$ cat src/rtl/uart_cfg_pkg.sv
// Package: shared constants for the UART global configuration block.
// Assumes a one-bit register address and byte-wide registers.
package uart_cfg_pkg;
    localparam int REG_W  = 8;
    localparam int ADDR_W = 1;
    localparam logic [ADDR_W-1:0] ADDR_MODE = 1'b0;
    localparam logic [ADDR_W-1:0] ADDR_CRST = 1'b1;
    localparam int DIV_16X = 16;
    localparam int DIV_8X  = DIV_16X / 2;
endpackage

$ cat src/rtl/ucfg_regs.sv
// Module: ucfg_regs
// Holds the oversampling-select register and the self-clearing
// channel-reset register. Unused (reserved) bits are masked to zero.
// Assumes NUM_CH <= REG_W.
module ucfg_regs
    import uart_cfg_pkg::*;
#(
    parameter int NUM_CH = 2
) (
    input  logic              clk,
    input  logic              rst_n,
    input  logic              wr_en,
    input  logic [ADDR_W-1:0] wr_addr,
    input  logic [REG_W-1:0]  wr_data,
    input  logic [ADDR_W-1:0] rd_addr,
    output logic [REG_W-1:0]  rd_data,
    output logic [NUM_CH-1:0] mode_q,
    output logic [NUM_CH-1:0] crst_q
);
    localparam logic [REG_W-1:0] CH_MASK = REG_W'((1 << NUM_CH) - 1);

    logic [REG_W-1:0] mode_r;
    logic [REG_W-1:0] crst_r;
    logic             wr_mode;
    logic             wr_crst;

    // Decode the write strobe per register.
    always_comb begin
        wr_mode = wr_en && (wr_addr == ADDR_MODE);
        wr_crst = wr_en && (wr_addr == ADDR_CRST);
    end

    // Mode register: loads masked data, cleared only by device reset.
    always_ff @(posedge clk) begin
        if (!rst_n) begin
            mode_r <= '0;
        end else if (wr_mode) begin
            mode_r <= wr_data & CH_MASK;
        end
    end

    // Reset register: holds written ones for a single cycle, then clears.
    always_ff @(posedge clk) begin
        if (!rst_n) begin
            crst_r <= '0;
        end else if (wr_crst) begin
            crst_r <= wr_data & CH_MASK;
        end else begin
            crst_r <= '0;
        end
    end

    // Read mux and per-channel outputs.
    always_comb begin
        rd_data = (rd_addr == ADDR_CRST) ? crst_r : mode_r;
        mode_q  = mode_r[NUM_CH-1:0];
        crst_q  = crst_r[NUM_CH-1:0];
    end
endmodule

$ cat src/rtl/ucfg_tick_div.sv
// Module: ucfg_tick_div
// Divides the shared 16x baud tick by 16 or by 8 into one bit-time tick.
// The phase restarts on a mode change or on a channel reset pulse; a baud
// tick arriving in a restart cycle is dropped. The output is registered.
module ucfg_tick_div
    import uart_cfg_pkg::*;
#(
    parameter int DIV_HI = DIV_16X
) (
    input  logic clk,
    input  logic rst_n,
    input  logic baud_tick,
    input  logic mode_8x,
    input  logic restart,
    output logic bit_tick
);
    localparam int DIV_LO = DIV_HI / 2;
    localparam int CNT_W  = $clog2(DIV_HI);
    localparam logic [CNT_W-1:0] LAST_HI = CNT_W'(DIV_HI - 1);
    localparam logic [CNT_W-1:0] LAST_LO = CNT_W'(DIV_LO - 1);

    logic [CNT_W-1:0] cnt;
    logic [CNT_W-1:0] last;
    logic             mode_seen;
    logic             tick_r;

    // Select the terminal count for the current mode.
    always_comb begin
        last = mode_8x ? LAST_LO : LAST_HI;
    end

    // Count baud ticks, restart on mode change or channel reset.
    always_ff @(posedge clk) begin
        if (!rst_n) begin
            cnt       <= '0;
            mode_seen <= 1'b0;
            tick_r    <= 1'b0;
        end else begin
            tick_r <= 1'b0;
            if (restart || (mode_8x != mode_seen)) begin
                cnt       <= '0;
                mode_seen <= mode_8x;
            end else if (baud_tick) begin
                if (cnt == last) begin
                    cnt    <= '0;
                    tick_r <= 1'b1;
                end else begin
                    cnt <= cnt + 1'b1;
                end
            end
        end
    end

    // Drive the registered tick.
    always_comb begin
        bit_tick = tick_r;
    end
endmodule

$ cat src/rtl/uart_chan_cfg.sv
// Module: uart_chan_cfg
// Global per-channel configuration: oversampling select and software
// channel reset, plus one bit-time divider per channel.
// Assumes baud_tick is a single-cycle enable at 16x the nominal bit rate.
module uart_chan_cfg
    import uart_cfg_pkg::*;
#(
    parameter int NUM_CH = 2
) (
    input  logic              clk,
    input  logic              rst_n,
    input  logic              wr_en,
    input  logic [ADDR_W-1:0] wr_addr,
    input  logic [REG_W-1:0]  wr_data,
    input  logic [ADDR_W-1:0] rd_addr,
    output logic [REG_W-1:0]  rd_data,
    input  logic              baud_tick,
    output logic [NUM_CH-1:0] samp_8x,
    output logic [NUM_CH-1:0] chan_rst,
    output logic [NUM_CH-1:0] bit_tick
);
    logic [NUM_CH-1:0] mode_q;
    logic [NUM_CH-1:0] crst_q;

    // Register file.
    ucfg_regs #(.NUM_CH(NUM_CH)) i_regs (
        .clk     (clk),
        .rst_n   (rst_n),
        .wr_en   (wr_en),
        .wr_addr (wr_addr),
        .wr_data (wr_data),
        .rd_addr (rd_addr),
        .rd_data (rd_data),
        .mode_q  (mode_q),
        .crst_q  (crst_q)
    );

    // One divider per channel.
    for (genvar c = 0; c < NUM_CH; c++) begin : g_ch
        ucfg_tick_div #(.DIV_HI(DIV_16X)) i_div (
            .clk       (clk),
            .rst_n     (rst_n),
            .baud_tick (baud_tick),
            .mode_8x   (mode_q[c]),
            .restart   (crst_q[c]),
            .bit_tick  (bit_tick[c])
        );
    end

    // Route register state to the channels.
    always_comb begin
        samp_8x  = mode_q;
        chan_rst = crst_q;
    end
endmodule

$ cat config.mk
export PLATFORM = sky130hd
export DESIGN_NAME = uart_chan_cfg
export DESIGN_NICKNAME = d
export VERILOG_FILES = /design/src/rtl/uart_cfg_pkg.sv /design/src/rtl/ucfg_regs.sv /design/src/rtl/ucfg_tick_div.sv /design/src/rtl/uart_chan_cfg.sv
export SDC_FILE = /design/constraint.sdc
export NUM_CORES = 1
export LEC_CHECK = 0
export CAP_MARGIN = 5
export CELL_PAD_IN_SITES_DETAIL_PLACEMENT = 1
export CELL_PAD_IN_SITES_GLOBAL_PLACEMENT = 2
export CORE_ASPECT_RATIO = 0.8
export CORE_MARGIN = 2
export CORE_UTILIZATION = 27
export DETAILED_ROUTE_END_ITERATION = 10
export PLACE_DENSITY_LB_ADDON = 0.1
export SLEW_MARGIN = 5
export SYNTH_ARGS = -nofsm -noshare
export SYNTH_HDL_FRONTEND = slang
export SYNTH_SLANG_ARGS = --single-unit
$ cat constraint.sdc
create_clock -name clk -period 2.1 [get_ports clk]
set_clock_uncertainty 0.1 [all_clocks]
set_input_delay 0.525 -clock clk [delete_from_list [all_inputs] [get_ports clk]]
set_output_delay 0.525 -clock clk [all_outputs]
set_load 0.05 [all_outputs]
======== Word level (Yosys, flattened, before mapping) ========
Cells that the tools add are included.
cells by class
  muxes and demuxes ....................... 7
  reductions and logical operators ........ 9
  add/subtract/negate cells ............... 2
  bitwise operators ....................... 3
  divide/modulo/power cells ............... 0
  equal/unequal tests ..................... 4
  shifts and indexed selects .............. 0
  $mul .................................... 0
  order comparisons ....................... 0
operators by type and width
  kind                 number
  $mux 4               4
  $add 4x1->4 const B  2
  $eq 4x4->1           2
  $mux 8               1
  $reduce_or 3->1      2
  $reduce_or 2->1      2
  $not 1->1            3
  $logic_and 1x1->1    2
  $logic_or 1x1->1     2
  $mux 1               2
  $ne 1x1->1           2
  $reduce_and 2->1     1
word-level totals
  memories ................................ 0
  latch bits .............................. 0
  output and inout bits ................... 14
  logic and storage cells ................. 34
  RAM bits ................................ 0
  ROM bits ................................ 0
  register bits ........................... 22
  bits of input ports ..................... 14

======== Logic depth before layout (Yosys ltp) ========
  depth in word-level cells ............... 3
  mapped depth ............................ 4
  gate-level depth less buffers ........... 4

======== Cells and area by module ========
A second synthesis with hierarchy kept.
unflattened totals
  cells, all modules ...................... 70
  area, all modules ....................... 710.7 um^2
by module, submodules not included
  module         sequential area each (um^2)  times used  area each (um^2)  cells an instance
  ucfg_tick_div  120.1                        2           245.2             24
  ucfg_regs      80.1                         1           220.2             22

======== Worst setup path after synthesis ========
OpenSTA, ideal clock, no wires.
  kind .................................... in2out
  start ................................... input port rd_addr
  end ..................................... output port rd_data[0]
  cell stages on the path ................. 1
  data required time ...................... 1.475 ns
  setup slack ............................. 0.450 ns
  data arrival time ....................... 1.025 ns
  cells stage by stage .................... mux2_1
on the way
  word-level cells in the longest chain between the ends .. 1
RTL lines
  element             RTL line             RTL
  start: declaration  uart_chan_cfg.sv:15  input logic [ADDR_W-1:0] rd_addr,
  $mux 8              ucfg_regs.sv:55      rd_data = (rd_addr == ADDR_CRST) ? crst_r : mode_r;
  end: declaration    uart_chan_cfg.sv:16  output logic [REG_W-1:0] rd_data,
Every way passes these cells.

======== Worst setup path after layout ========
  start ................................... register g_ch[1].i_div.tick_r
  end ..................................... output port bit_tick[1]
RTL lines
  element                   RTL line             RTL
  start: declaration        ucfg_tick_div.sv:25  logic tick_r;
  start signal: assignment  ucfg_tick_div.sv:37  tick_r <= 1'b0;
  start signal: assignment  ucfg_tick_div.sv:39  tick_r <= 1'b0;
  start signal: assignment  ucfg_tick_div.sv:46  tick_r <= 1'b1;
  end: declaration          uart_chan_cfg.sv:20  output logic [NUM_CH-1:0] bit_tick
No word-level cell between the ends.

==> flow_summary.json <==
{
  "period_share_pct": 95.8,
  "overflow": 0,
  "track_usage_pct": 9.19,
  "worstPathArrival_ns": 1.39,
  "start_util_pct": 27.9,
  "netlist_area_um2": 754,
  "clock_latency_ns": 0.28,
  "clock_power_share_pct": 26.3,
  "place_area_um2": 873,
  "n_fill_cell": 321,
  "critPathCapture": "bit_tick[1]",
  "ys_ff_latch": 16,
  "power_switching_share_pct": 28.2,
  "fmax_mhz": 497,
  "via_count": 505,
  "postCtsHoldBufs": 0,
  "wl_per_cell_um": 10.2,
  "numCtsBuffers": 3,
  "crit_type": "reg2out",
  "drc": 0,
  "fp.dieH_um": 51.3,
  "synth-edff-count": 0,
  "ctsResizeCount": 4,
  "p_int_w": 0.000423,
  "grt_pass1_wl_mm": 2.19,
  "cp-end-kind": "primary output",
  "crit_slowest_cell": "clkdlybuf4s50_1",
  "final_cells": 124,
  "hpwl_mm": 1.01,
  "grt_max_degree": 9,
  "path_delay_family": "buffers and inverters",
  "slowest_delay_ns": 0.79,
  "seq_area_frac_synth_pct": 42.5,
  "crit_buf_inv": 1,
  "postRouteWirelength_mm": 1.26,
  "crit_start": "g_ch[1].i_div.bit_tick$_SDFF_PP0_",
  "place_inst": 121,
  "cts_buffer_depth": 2,
  "num_io_pins": 28,
  "drtIter0Drc": 1,
  "die_w_um": 63.1,
  "final_area_um2": 906,
  "finalPower_w": 0.000589,
  "finalHoldViolCount": 0,
  "period_minus_slack_ns": 2.01,
  "synth_cell_type_count": 20,
  "min_from": "g_ch[1].i_div.cnt[1]$_SDFFE_PP0P_",
  "max_cap_violations": 0,
  "critical_path_depth": 1,
  "reg2reg_from": "i_regs.mode_r[1]$_SDFFE_PN0P_",
  "seq_area_um2": 320,
  "drive_gt1_share_pct": 17.4,
  "dieArea_um2": 3240,
  "ys_async_sr_fraction_pct": 0,
  "crit_chain": "clkdlybuf4s50_1",
  "whs_path_depth": 2,
  "yosysMostFrequentCell": "dfxtp_1",
  "vdd_drop_max_uv": 221,
  "rows": 17,
  "hp-class": "reg2reg",
  "leakagePower_nw": 0.358,
  "synth_cells": 74,
  "reg2regPathDepth": 3,
  "finalNetCount": 104,
  "grt_use_met2_pct": 13.7,
  "path_max_fanout": 1,
  "slew_violations": 0,
  "synth_top_area_share_pct": 42.5,
  "rsz0062_at_grt": "false",
  "synth.avg_cell_area_um2": 10.2,
  "cp-start-kind": "flop",
  "status": "finished, final reports clean",
  "io_buffer_count": 15,
  "first_global_vias": 482,
  "tns_ns": 0,
  "core-area_um2": 2700,
  "place_congestion": 0.655,
  "areaGrowthSynthToFinish_pct": 20.1,
  "reg2reg_setup_slack_ns": 0.91,
  "synthFlopType": "dfxtp_1",
  "netlist_top_cells_count": "dfxtp_1 (16), buf_4 (13), xnor2_1 (6)",
  "antenna_found_initial": 0,
  "antenna_left": 0,
  "power_frac_seq_pct": 55.3,
  "cts_setup_buffers": 0,
  "cts_root_buffer": "clkbuf_4",
  "dr.pass1.iters": 3,
  "yosys_warnings": 0,
  "multiInputGateArea_um2": 359,
  "use_met3_pct": 5.29,
  "viasPerCell": 4.07,
  "htree_levels": 1,
  "p_per_area_nw_per_um2": 650,
  "numClockSinks": 16,
  "switchingPower_w": 0.000166,
  "cts_tree": "yes",
  "use_met1_pct": 10.2,
  "final_util_pct": 33.5,
  "power_frac_comb_pct": 18.4,
  "grt.busiest_layer": "met2",
  "synthTopCellsByArea": "dfxtp_1 (42%), buf_4 (13%), xnor2_1 (7.0%), mux2i_1 (5.3%), xor2_1 (4.6%)",
  "yosys.area.top_type": "dfxtp_1",
  "clk_pin_slew_worst_paths_ns": 0.09,
  "crit_required_ns": 1.47,
  "diodes": 0,
  "reg2reg_to": "g_ch[1].i_div.cnt[0]$_SDFFE_PP0P_",
  "setup_viol": 0
}
[metal layers]
layer,up-vias,wire [um]
met2,16,550
met5,-,0
met1,233,575
met4,0,23
met3,2,114
li1,254,-
[worst min path at each step]
| stage | endpoint |
|---|---|
| 6_report | g_ch[1].i_div.cnt[1]$_SDFFE_PP0P_ |
| 5_1_grt | g_ch[1].i_div.cnt[1]$_SDFFE_PP0P_ |
| 4_1_cts | g_ch[1].i_div.bit_tick$_SDFF_PP0_ |
| 3_5_place_dp | g_ch[1].i_div.bit_tick$_SDFF_PP0_ |
| 3_3_place_gp | g_ch[1].i_div.cnt[1]$_SDFFE_PP0P_ |
| 2_1_floorplan | g_ch[0].i_div.cnt[1]$_SDFFE_PP0P_ |
[kinds of logic (layout without fill, tap and decap cells)]
family	count (synthesis)	count (layout)	share of synthesized area [%]
fa+ha+maj	2	2	3.32
flops	16	16	42.5
simple gates	26	26	20.9
xor+xnor	10	10	11.6
other cells	1	6	0.497
mux	6	6	8.29
buf+inv	13	20	12.9
[area by class of cell]
class,count,area share [%]
tap,38,5.25
sequential,16,35.4
clock buffer,3,2.49
timing repair buffer,17,17.3
multi-input combinational,50,39.6
[per-stage QoR]
stage	hold WS [ns]	setup WS (ns)
after CTS	0.441	0.0664
final	0.437	0.0888
after global placement	0.407	-0.104
after floorplan	0.387	0.450
after detailed placement	0.418	-0.0770
after global routing	0.474	0.0380
[tightest hold or removal path, stage by stage, from the launching register on]
cell and delay (ns):
dfxtp_1 0.36, mux2i_1 0.07, nor2_1 0.07
[power groups by stage]
stage	clock network, W	registers, W	logic (W)
2_1_floorplan	0	0.000330	0.0000890
3_3_place_gp	0	0.000333	0.000107
3_5_place_dp	0	0.000333	0.000107
4_1_cts	0.000170	0.000326	0.000110
5_1_grt	0.000180	0.000328	0.000117
6_report	0.000155	0.000326	0.000108
[state kept, by name, summed over array words and instances, names as in the netlist]
signal,count
i_regs.mode_r,2
g_ch.i_div.mode_seen,2
i_regs.crst_r,2
g_ch.i_div.bit_tick,2
g_ch.i_div.cnt,8
[placed cells by master, fill, tap and decap left out]
master | Yosys | final
ha_1 | 2 | 2
nand3b_1 | 1 | 1
nand3_1 | 1 | 1
and4_1 | 2 | 2
buf_6 | 0 | 2
nor3_1 | 5 | 5
clkbuf_4 | 0 | 3
nand3b_2 | 1 | 1
mux2_4 | 0 | 1
clkdlybuf4s50_1 | 0 | 8
nor2b_2 | 1 | 1
mux2_1 | 2 | 1
nand4_1 | 2 | 2
and2_1 | 2 | 2
nor3b_2 | 1 | 1
nand2_1 | 2 | 2
dlygate4sd2_1 | 0 | 1
mux2i_1 | 4 | 4
xnor2_1 | 6 | 6
dfxtp_1 | 16 | 16
xor2_1 | 4 | 4
nor2_1 | 5 | 5
buf_4 | 13 | 6
nor2b_1 | 3 | 3
conb_1 | 1 | 6
(Power assumes the default switching activity.)
